File: config.mk
export PLATFORM = sky130hd
export DESIGN_NAME = opnd_ea_gen
export DESIGN_NICKNAME = d
export VERILOG_FILES = /design/src/rtl/eagen_pkg.sv /design/src/rtl/eagen_ctrl.sv /design/src/rtl/eagen_dpath.sv /design/src/rtl/opnd_ea_gen.sv
export SDC_FILE = /design/constraint.sdc
export NUM_CORES = 1
export LEC_CHECK = 0
export BUFFER_PORTS_ARGS = -buffer_cell sky130_fd_sc_hd__buf_2
export CAP_MARGIN = 20
export CORE_UTILIZATION = 40
export DETAILED_ROUTE_END_ITERATION = 10
export PLACE_DENSITY = 0.78
export SYNTH_ARGS = -nofsm -noshare
export SYNTH_HDL_FRONTEND = slang
export SYNTH_SLANG_ARGS = --single-unit
File: constraint.sdc
create_clock -name clk -period 5.1 [get_ports clk]
set_clock_uncertainty 0.15 [all_clocks]
set_input_delay 1.02 -clock clk [delete_from_list [all_inputs] [get_ports clk]]
set_output_delay 1.02 -clock clk [all_outputs]
set_load 0.02 [all_outputs]
File: src/rtl/eagen_pkg.sv
package eagen_pkg;

  typedef enum logic [2:0] {
    MODE_IND = 3'd0,
    MODE_SPR = 3'd1,
    MODE_GLB = 3'd2,
    MODE_DPO = 3'd3,
    MODE_SPO = 3'd4
  } eaMode_e;

  typedef enum logic [1:0] {
    BASE_IP   = 2'd0,
    BASE_DP   = 2'd1,
    BASE_SP   = 2'd2,
    BASE_NONE = 2'd3
  } baseSel_e;

  typedef enum logic [1:0] {
    CHK_NONE = 2'd0,
    CHK_SPR  = 2'd1,
    CHK_PTR  = 2'd2
  } chkSel_e;

  typedef struct packed {
    baseSel_e baseSel;
    logic     addOffset;
    logic     addGlobal;
    chkSel_e  chkSel;
    eaMode_e  mode;
  } eaCtrl_t;

  localparam int PTR_IDX_IP = 0;
  localparam int PTR_IDX_DP = 1;
  localparam int PTR_IDX_SP = 2;
  localparam int NUM_PTR    = 3;

endpackage

File: src/rtl/eagen_ctrl.sv
module eagen_ctrl
  import eagen_pkg::*;
#(
  parameter int FIELD_W = 9
) (
  input  logic [FIELD_W-1:0] fieldIn,
  output eaCtrl_t            ctrl
);

  localparam int SEL_HI = FIELD_W - 1;

  logic       fieldZero;
  logic [1:0] modeBits;

  assign fieldZero = (fieldIn == '0);
  assign modeBits  = fieldIn[SEL_HI -: 2];

  always_comb begin
    ctrl.baseSel   = BASE_NONE;
    ctrl.addOffset = 1'b0;
    ctrl.addGlobal = 1'b0;
    ctrl.chkSel    = CHK_NONE;
    ctrl.mode      = MODE_IND;
    if (fieldZero) begin
      ctrl.baseSel = BASE_IP;
      ctrl.chkSel  = CHK_PTR;
      ctrl.mode    = MODE_IND;
    end else begin
      unique case (modeBits)
        2'b00: begin
          ctrl.addOffset = 1'b1;
          ctrl.chkSel    = CHK_SPR;
          ctrl.mode      = MODE_SPR;
        end
        2'b01: begin
          ctrl.addOffset = 1'b1;
          ctrl.addGlobal = 1'b1;
          ctrl.mode      = MODE_GLB;
        end
        2'b10: begin
          ctrl.baseSel   = BASE_DP;
          ctrl.addOffset = 1'b1;
          ctrl.chkSel    = CHK_PTR;
          ctrl.mode      = MODE_DPO;
        end
        default: begin
          ctrl.baseSel   = BASE_SP;
          ctrl.addOffset = 1'b1;
          ctrl.chkSel    = CHK_PTR;
          ctrl.mode      = MODE_SPO;
        end
      endcase
    end
  end

endmodule

File: src/rtl/eagen_dpath.sv
module eagen_dpath
  import eagen_pkg::*;
#(
  parameter int PTR_W         = 16,
  parameter int EA_W          = 12,
  parameter int OFS_W         = 7,
  parameter int GLOBAL_BASE   = 128,
  parameter int PTR_LOW_LIMIT = 32,
  parameter int SPR_LOW_LIMIT = 2
) (
  input  logic                             clk,
  input  logic                             rst,
  input  eaCtrl_t                          ctrl,
  input  logic [OFS_W-1:0]                 offset,
  input  logic [NUM_PTR-1:0][PTR_W-1:0]    ptrVals,
  output logic [EA_W-1:0]                  eaQ,
  output logic [2:0]                       modeQ,
  output logic                             errQ
);

  localparam int             SUM_W  = PTR_W + 1;
  localparam logic [SUM_W-1:0] EA_MAX = SUM_W'((1 << EA_W) - 1);
  localparam logic [SUM_W-1:0] GLOB   = SUM_W'(GLOBAL_BASE);
  localparam logic [SUM_W-1:0] PTR_LO = SUM_W'(PTR_LOW_LIMIT);
  localparam logic [SUM_W-1:0] SPR_LO = SUM_W'(SPR_LOW_LIMIT);

  logic [SUM_W-1:0] baseVal;
  logic [SUM_W-1:0] offTerm;
  logic [SUM_W-1:0] globTerm;
  logic [SUM_W-1:0] sumVal;
  logic             overHi;
  logic             underPtr;
  logic             underSpr;
  logic             errNext;

  always_comb begin
    unique case (ctrl.baseSel)
      BASE_IP: baseVal = {1'b0, ptrVals[PTR_IDX_IP]};
      BASE_DP: baseVal = {1'b0, ptrVals[PTR_IDX_DP]};
      BASE_SP: baseVal = {1'b0, ptrVals[PTR_IDX_SP]};
      default: baseVal = '0;
    endcase
  end

  assign offTerm  = ctrl.addOffset ? SUM_W'(offset) : '0;
  assign globTerm = ctrl.addGlobal ? GLOB : '0;
  assign sumVal   = baseVal + offTerm + globTerm;

  assign overHi   = (sumVal > EA_MAX);
  assign underPtr = (sumVal <= PTR_LO);
  assign underSpr = (sumVal <= SPR_LO);

  always_comb begin
    unique case (ctrl.chkSel)
      CHK_PTR: errNext = overHi | underPtr;
      CHK_SPR: errNext = underSpr;
      default: errNext = 1'b0;
    endcase
  end

  always_ff @(posedge clk) begin
    if (rst) begin
      eaQ   <= '0;
      modeQ <= '0;
      errQ  <= 1'b0;
    end else begin
      eaQ   <= sumVal[EA_W-1:0];
      modeQ <= ctrl.mode;
      errQ  <= errNext;
    end
  end

endmodule

File: src/rtl/opnd_ea_gen.sv
module opnd_ea_gen
  import eagen_pkg::*;
#(
  parameter int BYTE_W        = 8,
  parameter int EA_W          = 12,
  parameter int OFS_W         = 7,
  parameter int GLOBAL_BASE   = 128,
  parameter int PTR_LOW_LIMIT = 32,
  parameter int SPR_LOW_LIMIT = 2
) (
  input  logic                 clk,
  input  logic                 rst,
  input  logic [OFS_W+1:0]     fieldIn,
  input  logic [BYTE_W-1:0]    ipPtrHi,
  input  logic [BYTE_W-1:0]    ipPtrLo,
  input  logic [BYTE_W-1:0]    dpPtrHi,
  input  logic [BYTE_W-1:0]    dpPtrLo,
  input  logic [BYTE_W-1:0]    spPtrHi,
  input  logic [BYTE_W-1:0]    spPtrLo,
  output logic [EA_W-1:0]      eaOut,
  output logic [2:0]           modeOut,
  output logic                 rangeErr
);

  localparam int FIELD_W = OFS_W + 2;
  localparam int PTR_W   = 2 * BYTE_W;

  logic [BYTE_W-1:0]                hiBytes [NUM_PTR];
  logic [BYTE_W-1:0]                loBytes [NUM_PTR];
  logic [NUM_PTR-1:0][PTR_W-1:0]    ptrVals;
  eaCtrl_t                          ctrl;

  assign hiBytes[PTR_IDX_IP] = ipPtrHi;
  assign loBytes[PTR_IDX_IP] = ipPtrLo;
  assign hiBytes[PTR_IDX_DP] = dpPtrHi;
  assign loBytes[PTR_IDX_DP] = dpPtrLo;
  assign hiBytes[PTR_IDX_SP] = spPtrHi;
  assign loBytes[PTR_IDX_SP] = spPtrLo;

  for (genvar g = 0; g < NUM_PTR; g++) begin : g_ptr
    assign ptrVals[g] = {hiBytes[g], loBytes[g]};
  end

  eagen_ctrl #(
    .FIELD_W (FIELD_W)
  ) u_ctrl (
    .fieldIn (fieldIn),
    .ctrl    (ctrl)
  );

  eagen_dpath #(
    .PTR_W         (PTR_W),
    .EA_W          (EA_W),
    .OFS_W         (OFS_W),
    .GLOBAL_BASE   (GLOBAL_BASE),
    .PTR_LOW_LIMIT (PTR_LOW_LIMIT),
    .SPR_LOW_LIMIT (SPR_LOW_LIMIT)
  ) u_dpath (
    .clk     (clk),
    .rst     (rst),
    .ctrl    (ctrl),
    .offset  (fieldIn[OFS_W-1:0]),
    .ptrVals (ptrVals),
    .eaQ     (eaOut),
    .modeQ   (modeOut),
    .errQ    (rangeErr)
  );

endmodule

==> flow_metrics.tcl <==
set metrics [dict create \
    total_power_uw 415.3 \
    via_count 1663 \
    dieArea_um2 4116 \
    powerDensity_nw_per_um2 209.9 \
    endpoint "u_dpath.errQ" \
    final-setup-viol-count 0 \
    die_w_um 64.16 \
    crit_path_start_kind "input port" \
    arrival_ns 4.45 \
    ir_worst_vdd_mv 0.08834 \
    comb_power_share 0.407 \
    postSynthCellCount 194 \
    power.leakage_nw 0.9579 \
    routed_wl_um 3872 \
    placed_cell_area_um2 1923 \
    synth_edf_count 0 \
    design_area_um2 1978 \
    port-buffer-count 74 \
    cts_hold_buffers 0 \
    clock_sinks 16 \
    pwr-share-clk 0.258 \
    antenna_cells 0 \
    start_util 0.4189 \
    ioPinCount 75 \
    hp-class "input port to register" \
    clkTransAtPathRegs_ns 0.06 \
    grt_pass1_wl_um 6810 \
    rows 22 \
    core-area_um2 3689 \
    max_freq_mhz 224.0 \
    antenna_found_initial 0 \
    crit_fanout 17 \
    switching_share 0.3283 \
    cts_buffers 3 \
    final_common_cell "buf_2" \
    async_flop_share 0 \
    tightest_slew_ns 0.9120 \
    cts_tree "done" \
    ys_seq_area_frac 0.2073 \
    seqPwrFrac 0.335 \
    vias_per_cell 5.452 \
    die-height_um 64.16 \
    drv_cap 0 \
    synth.cell_area_um2 1545 \
    p_int_uw 278.9 \
    finalCritPeriodShare 0.8752 \
    clk_path_buf_depth 2 \
    grt_max_degree 18 \
    hold_viol_final 0 \
    layout_common_cells "buf_2, nor2_1, ha_1, dfxtp_1, a21oi_1" \
    drt_iter0_drc 83 \
    ys_ff_latch 16 \
    track_usage 0.2053 \
    cp-end-kind "register" \
    globalplace.congestion 0.9198 \
    slew_violations 0 \
    fill_cells 391 \
    place.detailed.hpwl_um 3303 \
    finalCriticalPeriod_ns 4.463 \
    slew_headroom 0.3920 \
    drc 0 \
    switchingPower_uw 136.4 \
    yosysWarnings 0 \
    synth_ff_type "dfxtp_1" \
    root_buffer "clkbuf_8" \
    timing.final.ws_setup_ns 0.6366 \
    cts_resized 0 \
    syn_avg_cell_area_um2 7.965 \
    post_cts_buffers 0 \
    synth.distinct_cells 49 \
    path_class "input port to register" \
    drive_gt1_frac 0.3385 \
    utilization 0.5363 \
    layout.nets 335 \
    wl_per_cell_um 12.70 \
    status "finished clean" \
    grt_pass1_vias 1551 \
    synthToLayoutAreaGrowth_pct 28.02 \
    startpoint "fieldIn[7]" \
    synth_nets 271 \
    h-tree-depth 1 \
    rsz0062_at_grt "false" \
    pre_cts_ws_ns 0.4069 \
    overflow 0 \
    tns_ns 0 \
    drtAntennaViolNets 0 \
    critPathRequiredTime_ns 5.08 \
    drt_first_pass_iters 5 \
]
==> Yosys cell counts (3+ instances only) <==
cell,count,area [µm²]
nand2_1,7,26.28
inv_1,8,30.03
xnor2_1,5,43.79
a31oi_1,3,18.77
nor3_1,6,30.03
xor2_1,5,43.79
a22oi_1,4,30.03
a21o_1,4,30.03
o211ai_1,4,30.03
nor3b_1,3,22.52
nor2_1,24,90.09
dfxtp_1,16,320.3
a21oi_1,11,55.05
nand3_1,3,15.01
ha_1,17,212.7
clkbuf_1,16,60.06
nand2b_1,5,31.28
a222oi_1,9,90.09
==> critical path: stages <==
cell	delay [ns]
buf_2	0.14
inv_1	0.13
ha_1	0.53
a222oi_1	0.21
nor2_1	0.13
ha_1	0.21
inv_1	0.07
fa_1	0.40
nand2b_1	0.19
a21oi_1	0.25
o21ai_0	0.19
a2111oi_0	0.39
a21oi_1	0.12
nor2_1	0.22
o21a_1	0.18
o22ai_2	0.07
==> power groups by stage <==
stage | logic (mW) | registers, mW | clock network [mW]
CTS | 0.170 | 0.139 | 0.111
global placement | 0.168 | 0.142 | 0
finish | 0.169 | 0.139 | 0.107
floorplan | 0.0987 | 0.158 | 0
global route | 0.189 | 0.140 | 0.121
detailed placement | 0.169 | 0.142 | 0
==> worst min path at each step <==
stage	startpoint	slack (ns)	depth (start not counted)	end
global route	rst	1.00	2	u_dpath.eaQ[1]
detailed placement	rst	1.21	2	u_dpath.eaQ[0]
CTS	rst	0.95	2	u_dpath.eaQ[0]
finish	rst	0.95	2	u_dpath.eaQ[0]
global placement	rst	1.21	2	u_dpath.eaQ[0]
floorplan	rst	1.16	2	u_dpath.eaQ[5]
==> kinds of logic (layout without fill, tap and decap cells) <==
logic type | Yosys count | count (layout) | share of synthesized area
adder cells (fa/ha/maj) | 18 | 18 | 0.1506
XOR/XNOR | 10 | 10 | 0.05668
buffers and inverters | 25 | 88 | 0.06073
flip-flops | 16 | 16 | 0.2073
multiplexers | 1 | 1 | 0.006478
AND/OR/NAND/NOR | 67 | 67 | 0.2324
AO/OA/AOI/OAI | 57 | 57 | 0.2858
==> registers in the layout, summed over array words and instances, names as in the netlist <==
name	cells
u_dpath.errQ	1
u_dpath.eaQ	12
u_dpath.modeQ	3
==> metrics by stage <==
stage / cells / hold slack [ns]
2_1_floorplan: 194 / 1.158
3_3_place_gp: 301 / 1.211
3_5_place_dp: 301 / 1.211
4_1_cts: 305 / 0.9505
5_1_grt: 305 / 1.002
6_report: 305 / 0.9547
==> metal layers <==
layer | global-route usage | share of wire | up-vias
met4 | 0.08889 | 0.013 | 0
met5 | 0 | 0 | -
met3 | 0.01607 | 0.072 | 6
met1 | 0.2692 | 0.46 | 726
met2 | 0.3431 | 0.45 | 75
li1 | - | - | 856
==> final cells by class <==
type,instances,area (µm²),area share
timing repair buffer,75,377.9,0.1910
tap,48,60.06,0.03036
clock buffer,4,55.05,0.02783
inverter,9,33.78,0.01708
multi-input combinational,153,1131,0.5718
sequential,16,320.3,0.1619
No activity file was read; power rests on OpenSTA's default activity.
